### src/rtl/baud_pkg.sv
package baud_pkg;
  // Strobes from the register control to the counting datapath
  typedef struct packed {
    logic count;  // advance the prescale and phase counters
    logic clear;  // hold both counters at zero
  } cnt_ctl_t;
endpackage

### src/rtl/baud_ctrl.sv
module baud_ctrl
  import baud_pkg::*;
#(
  parameter int DIV_W   = 13,
  parameter int BYTE_W  = 8,
  parameter int RST_DIV = 4
) (
  input  logic              clk,
  input  logic              rst,
  input  logic [BYTE_W-1:0] wrData,
  input  logic              wrHi,
  input  logic              wrLo,
  input  logic              rxEn,
  input  logic              txEn,
  output logic [DIV_W-1:0]  divWork,
  output cnt_ctl_t          ctl,
  output logic [BYTE_W-1:0] rdHi,
  output logic [BYTE_W-1:0] rdLo
);
  localparam int HI_W  = DIV_W - BYTE_W;
  localparam int PAD_W = 2 * BYTE_W - DIV_W;

  logic [BYTE_W-1:0] stageByte;
  logic              anyEn;
  logic              divZero;

  // Upper byte is staged; the working divisor changes only on a lower write
  always_ff @(posedge clk) begin
    if (rst) begin
      stageByte <= '0;
      divWork   <= DIV_W'(RST_DIV);
    end else begin
      if (wrLo) divWork <= DIV_W'({stageByte, wrData});
      if (wrHi) stageByte <= wrData;
    end
  end

  assign anyEn     = rxEn | txEn;
  assign divZero   = (divWork == '0);
  assign ctl.count = anyEn & ~divZero;
  assign ctl.clear = ~(anyEn & ~divZero);

  assign rdLo = divWork[BYTE_W-1:0];
  generate
    if (PAD_W > 0) begin : g_pad
      assign rdHi = {{PAD_W{1'b0}}, divWork[DIV_W-1:BYTE_W]};
    end else begin : g_nopad
      assign rdHi = divWork[DIV_W-1:DIV_W-HI_W];
    end
  endgenerate

  // the working divisor holds unless the lower register is written
  a_r2_hold_without_low_write: assert property (@(posedge clk) disable iff (rst)
    !wrLo |=> $stable(divWork));

  // unimplemented readback bits stay zero across register traffic
  a_r3_pad_zero: assert property (@(posedge clk) disable iff (rst)
    wrHi |=> (rdHi[BYTE_W-1:HI_W] == '0));
endmodule

### src/rtl/baud_cnt.sv
module baud_cnt
  import baud_pkg::*;
#(
  parameter int DIV_W = 13,
  parameter int OVS   = 16
) (
  input  logic             clk,
  input  logic             rst,
  input  logic [DIV_W-1:0] divWork,
  input  cnt_ctl_t         ctl,
  output logic             ovsTick,
  output logic             bitTick
);
  localparam int PH_W = $clog2(OVS);
  localparam logic [PH_W-1:0] PH_LAST = PH_W'(OVS - 1);

  logic [DIV_W-1:0] preCnt;
  logic [PH_W-1:0]  phase;
  logic [DIV_W-1:0] termVal;
  logic             wrapNow;

  assign termVal = DIV_W'(divWork - 1'b1);
  // >= so a count left above a shrunken terminal wraps at once
  assign wrapNow = (preCnt >= termVal);

  always_ff @(posedge clk) begin
    if (rst || ctl.clear) begin
      preCnt  <= '0;
      phase   <= '0;
      ovsTick <= 1'b0;
      bitTick <= 1'b0;
    end else if (ctl.count) begin
      if (wrapNow) begin
        preCnt  <= '0;
        ovsTick <= 1'b1;
        if (phase == PH_LAST) begin
          phase   <= '0;
          bitTick <= 1'b1;
        end else begin
          phase   <= phase + 1'b1;
          bitTick <= 1'b0;
        end
      end else begin
        preCnt  <= preCnt + 1'b1;
        ovsTick <= 1'b0;
        bitTick <= 1'b0;
      end
    end
  end

  // no pulse follows a cycle in which counting was not allowed
  a_r4_idle_no_tick: assert property (@(posedge clk) disable iff (rst)
    !ctl.count |=> (!ovsTick && !bitTick));

  // a bit pulse always coincides with an oversample pulse
  a_r7_bit_on_ovs: assert property (@(posedge clk) disable iff (rst)
    bitTick |-> ovsTick);

  // bit pulses are single-cycle
  a_r7_bit_single: assert property (@(posedge clk) disable iff (rst)
    bitTick |=> !bitTick);

  // under a steady divisor the prescale count never exceeds its period
  a_r9_no_overlong: assert property (@(posedge clk) disable iff (rst)
    (ctl.count && $past(ctl.count) && $stable(divWork)) |-> (preCnt < divWork));
endmodule

### src/rtl/baud_tick_gen.sv
module baud_tick_gen
  import baud_pkg::*;
#(
  parameter int DIV_W   = 13,
  parameter int BYTE_W  = 8,
  parameter int OVS     = 16,
  parameter int RST_DIV = 4
) (
  input  logic              clk,
  input  logic              rst,
  input  logic [BYTE_W-1:0] wrData,
  input  logic              wrHi,
  input  logic              wrLo,
  input  logic              rxEn,
  input  logic              txEn,
  output logic [BYTE_W-1:0] rdHi,
  output logic [BYTE_W-1:0] rdLo,
  output logic              ovsTick,
  output logic              bitTick
);
  logic [DIV_W-1:0] divWork;
  cnt_ctl_t         ctl;

  baud_ctrl #(.DIV_W(DIV_W), .BYTE_W(BYTE_W), .RST_DIV(RST_DIV)) u_ctrl (
    .clk(clk), .rst(rst), .wrData(wrData), .wrHi(wrHi), .wrLo(wrLo),
    .rxEn(rxEn), .txEn(txEn), .divWork(divWork), .ctl(ctl),
    .rdHi(rdHi), .rdLo(rdLo)
  );

  baud_cnt #(.DIV_W(DIV_W), .OVS(OVS)) u_cnt (
    .clk(clk), .rst(rst), .divWork(divWork), .ctl(ctl),
    .ovsTick(ovsTick), .bitTick(bitTick)
  );
endmodule

### config.mk
export PLATFORM = sky130hd
export DESIGN_NAME = baud_tick_gen
export DESIGN_NICKNAME = d
export VERILOG_FILES = /design/src/rtl/baud_pkg.sv /design/src/rtl/baud_ctrl.sv /design/src/rtl/baud_cnt.sv /design/src/rtl/baud_tick_gen.sv
export SDC_FILE = /design/constraint.sdc
export NUM_CORES = 1
export LEC_CHECK = 0
export ABC_AREA = 1
export CELL_PAD_IN_SITES_DETAIL_PLACEMENT = 1
export CELL_PAD_IN_SITES_GLOBAL_PLACEMENT = 2
export CORE_UTILIZATION = 30
export CTS_CLUSTER_SIZE = 20
export DETAILED_ROUTE_END_ITERATION = 8
export GPL_TIMING_DRIVEN = 0
export PLACE_DENSITY_LB_ADDON = 0.1
export SYNTH_ARGS = -nofsm -noshare
export SYNTH_HDL_FRONTEND = slang
export SYNTH_SLANG_ARGS = --single-unit
### constraint.sdc
create_clock -name clk -period 3.15 [get_ports clk]
set_input_delay 0.7875 -clock clk [delete_from_list [all_inputs] [get_ports clk]]
set_output_delay 0.7875 -clock clk [all_outputs]
set_load 0.1 [all_outputs]
==> metrics.md, run 1 <==
| Metric | Value |
|---|---|
| Internal power | `0.000721 W` |
| Total CTS buffers | `5` |
| Top Family by Delay on Critical Path | `buffers and inverters` |
| Clk Latency, worst-skew pair | `290 ps` |
| FMAX | `367 MHz` |
| Avg Synthesized Cell Area | `6.91 sq um` |
| Synth Area in Compound Gates | `8.83%` |
| Die span in y | `86.7 um` |
| First-pass GRT wire length | `9410 um` |
| Mapped Cells | `312` |
| GRT overflow | `0` |
| Crit-path slowest cell | `clkdlybuf4s50_1` |
| Sequential power share | `45.7%` |
| Worst slew pin tran | `989 ps` |
| Area leader, netlist | `dfxtp_1` |
| Mux cell area share after synthesis | `0%` |
| Min cycle time layout | `2730 ps` |
| Starting Density | `31.4%` |
| CORE AREA | `6870 sq um` |
| Synth top cells by count | `nor2_1 (67), nand2_1 (56), inv_1 (41)` |
| Status | `complete, no violations` |
| Crit-path cells | `clkdlybuf4s50_1` |
| PwrDens | `418 nW/um^2` |
| Top-area cell type share of the netlist area | `34.4%` |
| Final hold violations | `0` |
| Crit. End Element | `output port` |
| Critical Path RT | `2360 ps` |
| Rows | `30` |
| FFs w/ async S/R, synth | `0%` |
| GRT Total Usage | `16.2%` |
| Comb power frac | `24.8%` |
| First-pass DRT Iterations | `3` |
| Resize count post-CTS | `0` |
| Adder-cell share of the synthesized area | `9.29%` |
| CP max stage delay | `1180 ps` |
| Switching share of power | `34.8%` |
| Area contributors post-synth | `dfxtp_1 (34%), nor2_1 (12%), nand2_1 (9.8%)` |
| Crit-path max FO | `6` |
| Clock slew at reported path FFs | `70 ps` |
| TNS Setup | `0 ps` |
| Ant. Diodes | `0` |
| Number of vias per cell | `4.42` |
| Largest net degree at the start of global routing | `12` |
| Post-DP Area | `2560 sq um` |
| CP arrival | `1940 ps` |
| IO Count | `32` |
| Post-DP HPWL | `4340 um` |
| Clock tree sinks | `37` |
| Buf+Inv Stages, Crit Path | `1` |
| Final period util | `86.5%` |
| Sequential fraction of the synthesis area | `34.4%` |
| CP Class | `flop to output port` |
| Clock Tree Buf Depth | `2` |
| P_sw | `0.000384 W` |
| Layout cells sized above 1 | `7.43%` |
| Final wirelength | `5320 um` |
| Synth warnings | `0` |
| Post-route cell area | `2650 sq um` |
| Htree depth | `2` |
| Area grow syn2layout | `22.8%` |
| Leak | `1.18 nW` |
| Initial antenna violation count | `0` |
| Hold Crit Class | `flop to flop` |
| Max-cap violations | `0` |
| Post-CTS Hold Buffers | `0` |
| Post-CTS Setup Bufs | `0` |
| Xor/xnor cell area share of the yosys netlist | `4.88%` |
| Clk network pwr share | `29.6%` |
| Largest family of logic cells by synthesized area | `simple AND/OR/NAND/NOR gates` |
| Slew margin rel. | `33.9%` |
| Die area | `7520 sq um` |
| Nets | `379` |
| Final setup violation count | `0` |
| DRT iter0 DRCs | `30` |
| Fillers | `883` |
| Synthesized area | `2150 sq um` |
| Antenna Nets Post-Route | `0` |
| Input/output buffers | `28` |
| DRC viols | `0` |
| Root Driver | `clkbuf_8` |
| EDFF count, synth | `0` |
| Slew Viols, Final | `0` |
| VDD IR max | `0.147 mV` |
| Final worst clock skew | `9.02 ps` |
| Final core occ | `38.5%` |
| Commonest register cell after synthesis | `dfxtp_1` |
| Die W | `86.7 um` |
| CP Launch Type | `flop` |
| Register bit total from synthesis | `37` |
| Post-synth cell types | `24` |
| Dominant cell by count in the synthesized netlist | `nor2_1` |
| Via count | `1,971` |
| DR WL/cell | `11.9 um` |
| RSZ-0062 raised after global routing | `no` |
| Synthesized-area fraction occupied by and/or/nand/nor cells | `33.4%` |
| Vias in the first global route | `2,013` |
| Gpl congestion | `0.709` |
| CTS tree | `built` |
-- final timing paths --
path / start / to / slack [ps] / cells past startpoint
max: u_ctrl.divWork[3]$_SDFFE_PP0P_ / rdLo[3] / 420 / 1
min: u_cnt.preCnt[0]$_SDFFE_PP0P_ / u_cnt.preCnt[0]$_SDFFE_PP0P_ / 470 / 1
max reg2reg: u_ctrl.divWork[2]$_SDFFE_PP1P_ / u_cnt.preCnt[7]$_SDFFE_PP0P_ / 440 / 18
min reg2reg: u_cnt.preCnt[0]$_SDFFE_PP0P_ / u_cnt.preCnt[0]$_SDFFE_PP0P_ / 470 / 1
-- cells by family (layout without fill, tap and decap cells) --
| kind of cell | Yosys count | after routing |
|---|---|---|
| fa+ha+maj | 16 | 16 |
| compound gates | 38 | 38 |
| xor+xnor | 12 | 12 |
| simple gates | 159 | 159 |
| flops | 37 | 37 |
| buf+inv | 49 | 85 |
| other cells | 1 | 3 |
-- power groups by stage --
stage,Sequential [W],Clock (W),Combinational (W)
2_1_floorplan,0.000594,0,0.000123
3_3_place_gp,0.000515,0,0.000274
3_5_place_dp,0.000516,0,0.000278
4_1_cts,0.000505,0.000338,0.000279
5_1_grt,0.000508,0.000359,0.000301
6_report,0.000505,0.000327,0.000274
-- through the flow --
stage | hold WS [ps] | std cells | worst slack (ps) | power, W
3_3_place_gp | 458 | 438 | 442 | 0.000789
4_1_cts | 479 | 446 | 336 | 0.00112
3_5_place_dp | 462 | 438 | 394 | 0.000793
5_1_grt | 510 | 446 | 72.7 | 0.00117
2_1_floorplan | 430 | 314 | 168 | 0.000716
6_report | 474 | 446 | 425 | 0.00111
-- layer usage --
layer  wire length, um  GRT usage, %  vias to the layer above
met5                 0             0                        -
li1                  -             -                     1049
met4                66          4.55                        0
met2              2490          27.6                       25
met3               168          3.52                        6
met1              2590          20.5                      891
-- cells in the final DEF, fill, tap and decap left out --
cell,instances
clkdlybuf4s50_1,28
nand2_2,2
nand2_4,2
o21ai_0,26
nand2_1,56
nor2_4,2
or2_2,3
nand4_1,3
nor3_1,6
a21oi_1,12
nand3_4,2
clkinv_2,2
nor2_8,1
nand3_1,13
clkinv_1,1
buf_4,3
dfxtp_1,37
inv_2,2
conb_1,3
nor2_2,2
nor2_1,67
inv_1,41
clkbuf_8,5
clkbuf_1,3
ha_1,16
xor2_1,9
xnor2_1,3
-- area by class of cell --
cell class                      count  area [sq um]  share of cell area (%)
Clock buffer                        6          72.6                    2.74
Clock inverter                      2          10.0                   0.378
Timing Repair Buffer               28           280                    10.6
Multi-Input combinational cell    228          1230                    46.4
Tap cell                           96           120                    4.54
Buffer                              5          30.0                    1.14
Sequential cell                    37           741                    28.0
Inverter                           44           165                    6.24
-- flip-flops by register name, indices dropped and copies added (netlist names) --
signal            flops
u_cnt.phase           4
u_cnt.ovsTick         1
u_cnt.bitTick         1
u_ctrl.divWork       13
u_cnt.preCnt         13
u_ctrl.stageByte      5
Power figures use the tool's default switching activity.
==> run 2: changes to the inputs <==
RECOVER_POWER = 50   (was unset)
==> run 2 against run 1 <==
- clock-buffer cell count stayed put
- register-to-register slack hardly changed
- clock skew hardly changed
- final cell count stayed put
- via count stayed put
- final area stayed put
- sequential power hardly changed
- non-clock buffer count stayed put
- critical path type unchanged
- critical endpoint unchanged
==> metrics.md, run 2 (synthesis results as in run 1) <==
| Metric | Value |
|---|---|
| Max-cap violations | `0 (unchanged)` |
| Crit-path slowest cell | `clkdlybuf4s50_1` |
| RSZ-0062 raised after global routing | `no` |
| Status | `complete, no violations` |
| Final hold violations | `0 (unchanged)` |
| Final core occ | `38.5% (unchanged)` |
| Fillers | `883 (unchanged)` |
| Antenna Nets Post-Route | `0 (unchanged)` |
| TNS Setup | `0 ps (unchanged)` |
| Input/output buffers | `28 (unchanged)` |
| PwrDens | `417 nW/um^2 (-0.24%)` |
| Final wirelength | `5310 um (about the same)` |
| Min cycle time layout | `2730 ps (+0.00100 ps)` |
| Starting Density | `31.4% (unchanged)` |
| Clk network pwr share | `29.6% (about the same)` |
| Crit-path cells | `clkdlybuf4s50_1` |
| Final worst clock skew | `8.99 ps (-0.0334 ps)` |
| Leading cell type in the layout, fill and taps excluded | `nor2_1` |
| Die span in y | `86.7 um (unchanged)` |
| Sequential power share | `45.7% (about the same)` |
| Switching share of power | `34.8% (+0.059 points)` |
| DRT iter0 DRCs | `30 (unchanged)` |
| CP Class | `flop to output port` |
| Clk Latency, worst-skew pair | `290 ps (about the same)` |
| Nets | `379 (unchanged)` |
| Gpl congestion | `0.709 (unchanged)` |
| First-pass GRT wire length | `9410 um (unchanged)` |
| Root Driver | `clkbuf_8` |
| Internal power | `0.000719 W (-0.33%)` |
| Grt peak-use layer | `met2` |
| Vias in the first global route | `2,013 (unchanged)` |
| Slew Viols, Final | `0 (unchanged)` |
| Final period util | `86.5% (about the same)` |
| Crit. End Element | `output port` |
| Die W | `86.7 um (unchanged)` |
| Initial antenna violation count | `0 (unchanged)` |
| CP arrival | `1940 ps (about the same)` |
| Number of vias per cell | `4.42 (unchanged)` |
| VDD IR max | `0.147 mV (about the same)` |
| Multi-input logic area | `1230 sq um (unchanged)` |
| Clock slew at reported path FFs | `70 ps (about the same)` |
| Post-CTS Setup Bufs | `0 (unchanged)` |
| Met2 Resource Use GR | `27.6% (unchanged)` |
| IO Count | `32 (unchanged)` |
| Post-route cell area | `2650 sq um (unchanged)` |
| CP max stage delay | `1180 ps (about the same)` |
| Hold Crit Class | `flop to flop` |
| Clock Tree Buf Depth | `2 (unchanged)` |
| CORE AREA | `6870 sq um (unchanged)` |
| Leak | `1.20 nW (+1.8%)` |
| P_sw | `0.000384 W (about the same)` |
| Post-DP Area | `2560 sq um (unchanged)` |
| Htree depth | `2 (unchanged)` |
| Comb power frac | `24.6% (-0.2 points)` |
| Rows | `30 (unchanged)` |
| DRC viols | `0 (unchanged)` |
| Register area | `741 sq um (unchanged)` |
| Final setup violation count | `0 (unchanged)` |
| GRT overflow | `0 (unchanged)` |
| Area grow syn2layout | `22.8% (unchanged)` |
| First-pass DRT Iterations | `3 (unchanged)` |
| Post-CTS Hold Buffers | `0 (unchanged)` |
| CP Launch Type | `flop` |
| DR WL/cell | `11.9 um (about the same)` |
| Via count | `1,971 (unchanged)` |
| Die area | `7520 sq um (unchanged)` |
| Commonest cells after routing, fill and taps aside | `nor2_1 (67), nand2_1 (56), inv_1 (41)` |
| Total CTS buffers | `5 (unchanged)` |
| Critical Path RT | `2360 ps (about the same)` |
| GRT Total Usage | `16.2% (unchanged)` |
| CTS tree | `built` |
| Post-DP HPWL | `4340 um (unchanged)` |
| Top Family by Delay on Critical Path | `buffers and inverters` |
| Largest regs | `u_cnt.preCnt x13, u_ctrl.divWork x13, u_ctrl.stageByte x5` |
| Clock tree sinks | `37 (unchanged)` |
| Buf+Inv Stages, Crit Path | `1 (unchanged)` |
| Resize count post-CTS | `0 (unchanged)` |
| Met3 Usage GRT | `3.52% (unchanged)` |
| Crit-path max FO | `6 (unchanged)` |
| FMAX | `367 MHz (unchanged)` |
| Met1 Track Usage GR | `20.5% (unchanged)` |
| Ant. Diodes | `0 (unchanged)` |
| Layout cells sized above 1 | `7.43% (unchanged)` |
| Slew margin rel. | `33.2% (-0.67 points)` |
| Largest net degree at the start of global routing | `12 (unchanged)` |
| Worst slew pin tran | `999 ps (+9.85 ps)` |
run 2: cell types whose count changed in the layout (fill, tap and decap cells not counted), sizes merged:
cell,previous run,this run
clkdlybuf4s50,28,18
dlygate4sd3,0,10
run 2: worst paths after layout:
path,startpoint,to,slack (ps),cells after the start
setup reg to reg,u_ctrl.divWork[2]$_SDFFE_PP1P_,u_cnt.preCnt[7]$_SDFFE_PP0P_,440,18
setup / recovery,u_ctrl.divWork[3]$_SDFFE_PP0P_,rdLo[3],420,1
hold reg to reg,u_cnt.preCnt[0]$_SDFFE_PP0P_,u_cnt.preCnt[0]$_SDFFE_PP0P_,470,1
hold / removal,u_cnt.preCnt[0]$_SDFFE_PP0P_,u_cnt.preCnt[0]$_SDFFE_PP0P_,470,1
run 2: final cells by class:
class	count	area share, %
flip-flops and latches	37	28.0
repair buffers	28	10.6
plain buffers	5	1.14
inverters	44	6.24
well taps	96	4.54
clock buffers	6	2.74
multi-input cells	228	46.4
clock inverters	2	0.378
run 2: metal layers:
metal  vias up  share of wire (%)
li1       1049                  -
met1       891                 49
met2        25                 47
met3         6                3.1
met4         0                1.2
met5         -                  0
run 2: power by group through the flow:
| stage | clock network, W | registers (W) | logic, W |
|---|---|---|---|
| final | 0.000327 | 0.000504 | 0.000271 |
| after global routing | 0.000359 | 0.000508 | 0.000299 |
| after CTS | 0.000338 | 0.000505 | 0.000279 |
| after detailed placement | 0 | 0.000516 | 0.000278 |
| after global placement | 0 | 0.000515 | 0.000274 |
| after floorplan | 0 | 0.000594 | 0.000123 |
run 2: per-stage QoR:
stage	power (W)	setup slack (ps)	hold slack [ps]	std cells
3_5_place_dp	0.000793	394	462	438
2_1_floorplan	0.000716	168	430	314
3_3_place_gp	0.000789	442	458	438
6_report	0.00110	425	474	446
4_1_cts	0.00112	336	479	446
5_1_grt	0.00117	72.7	510	446
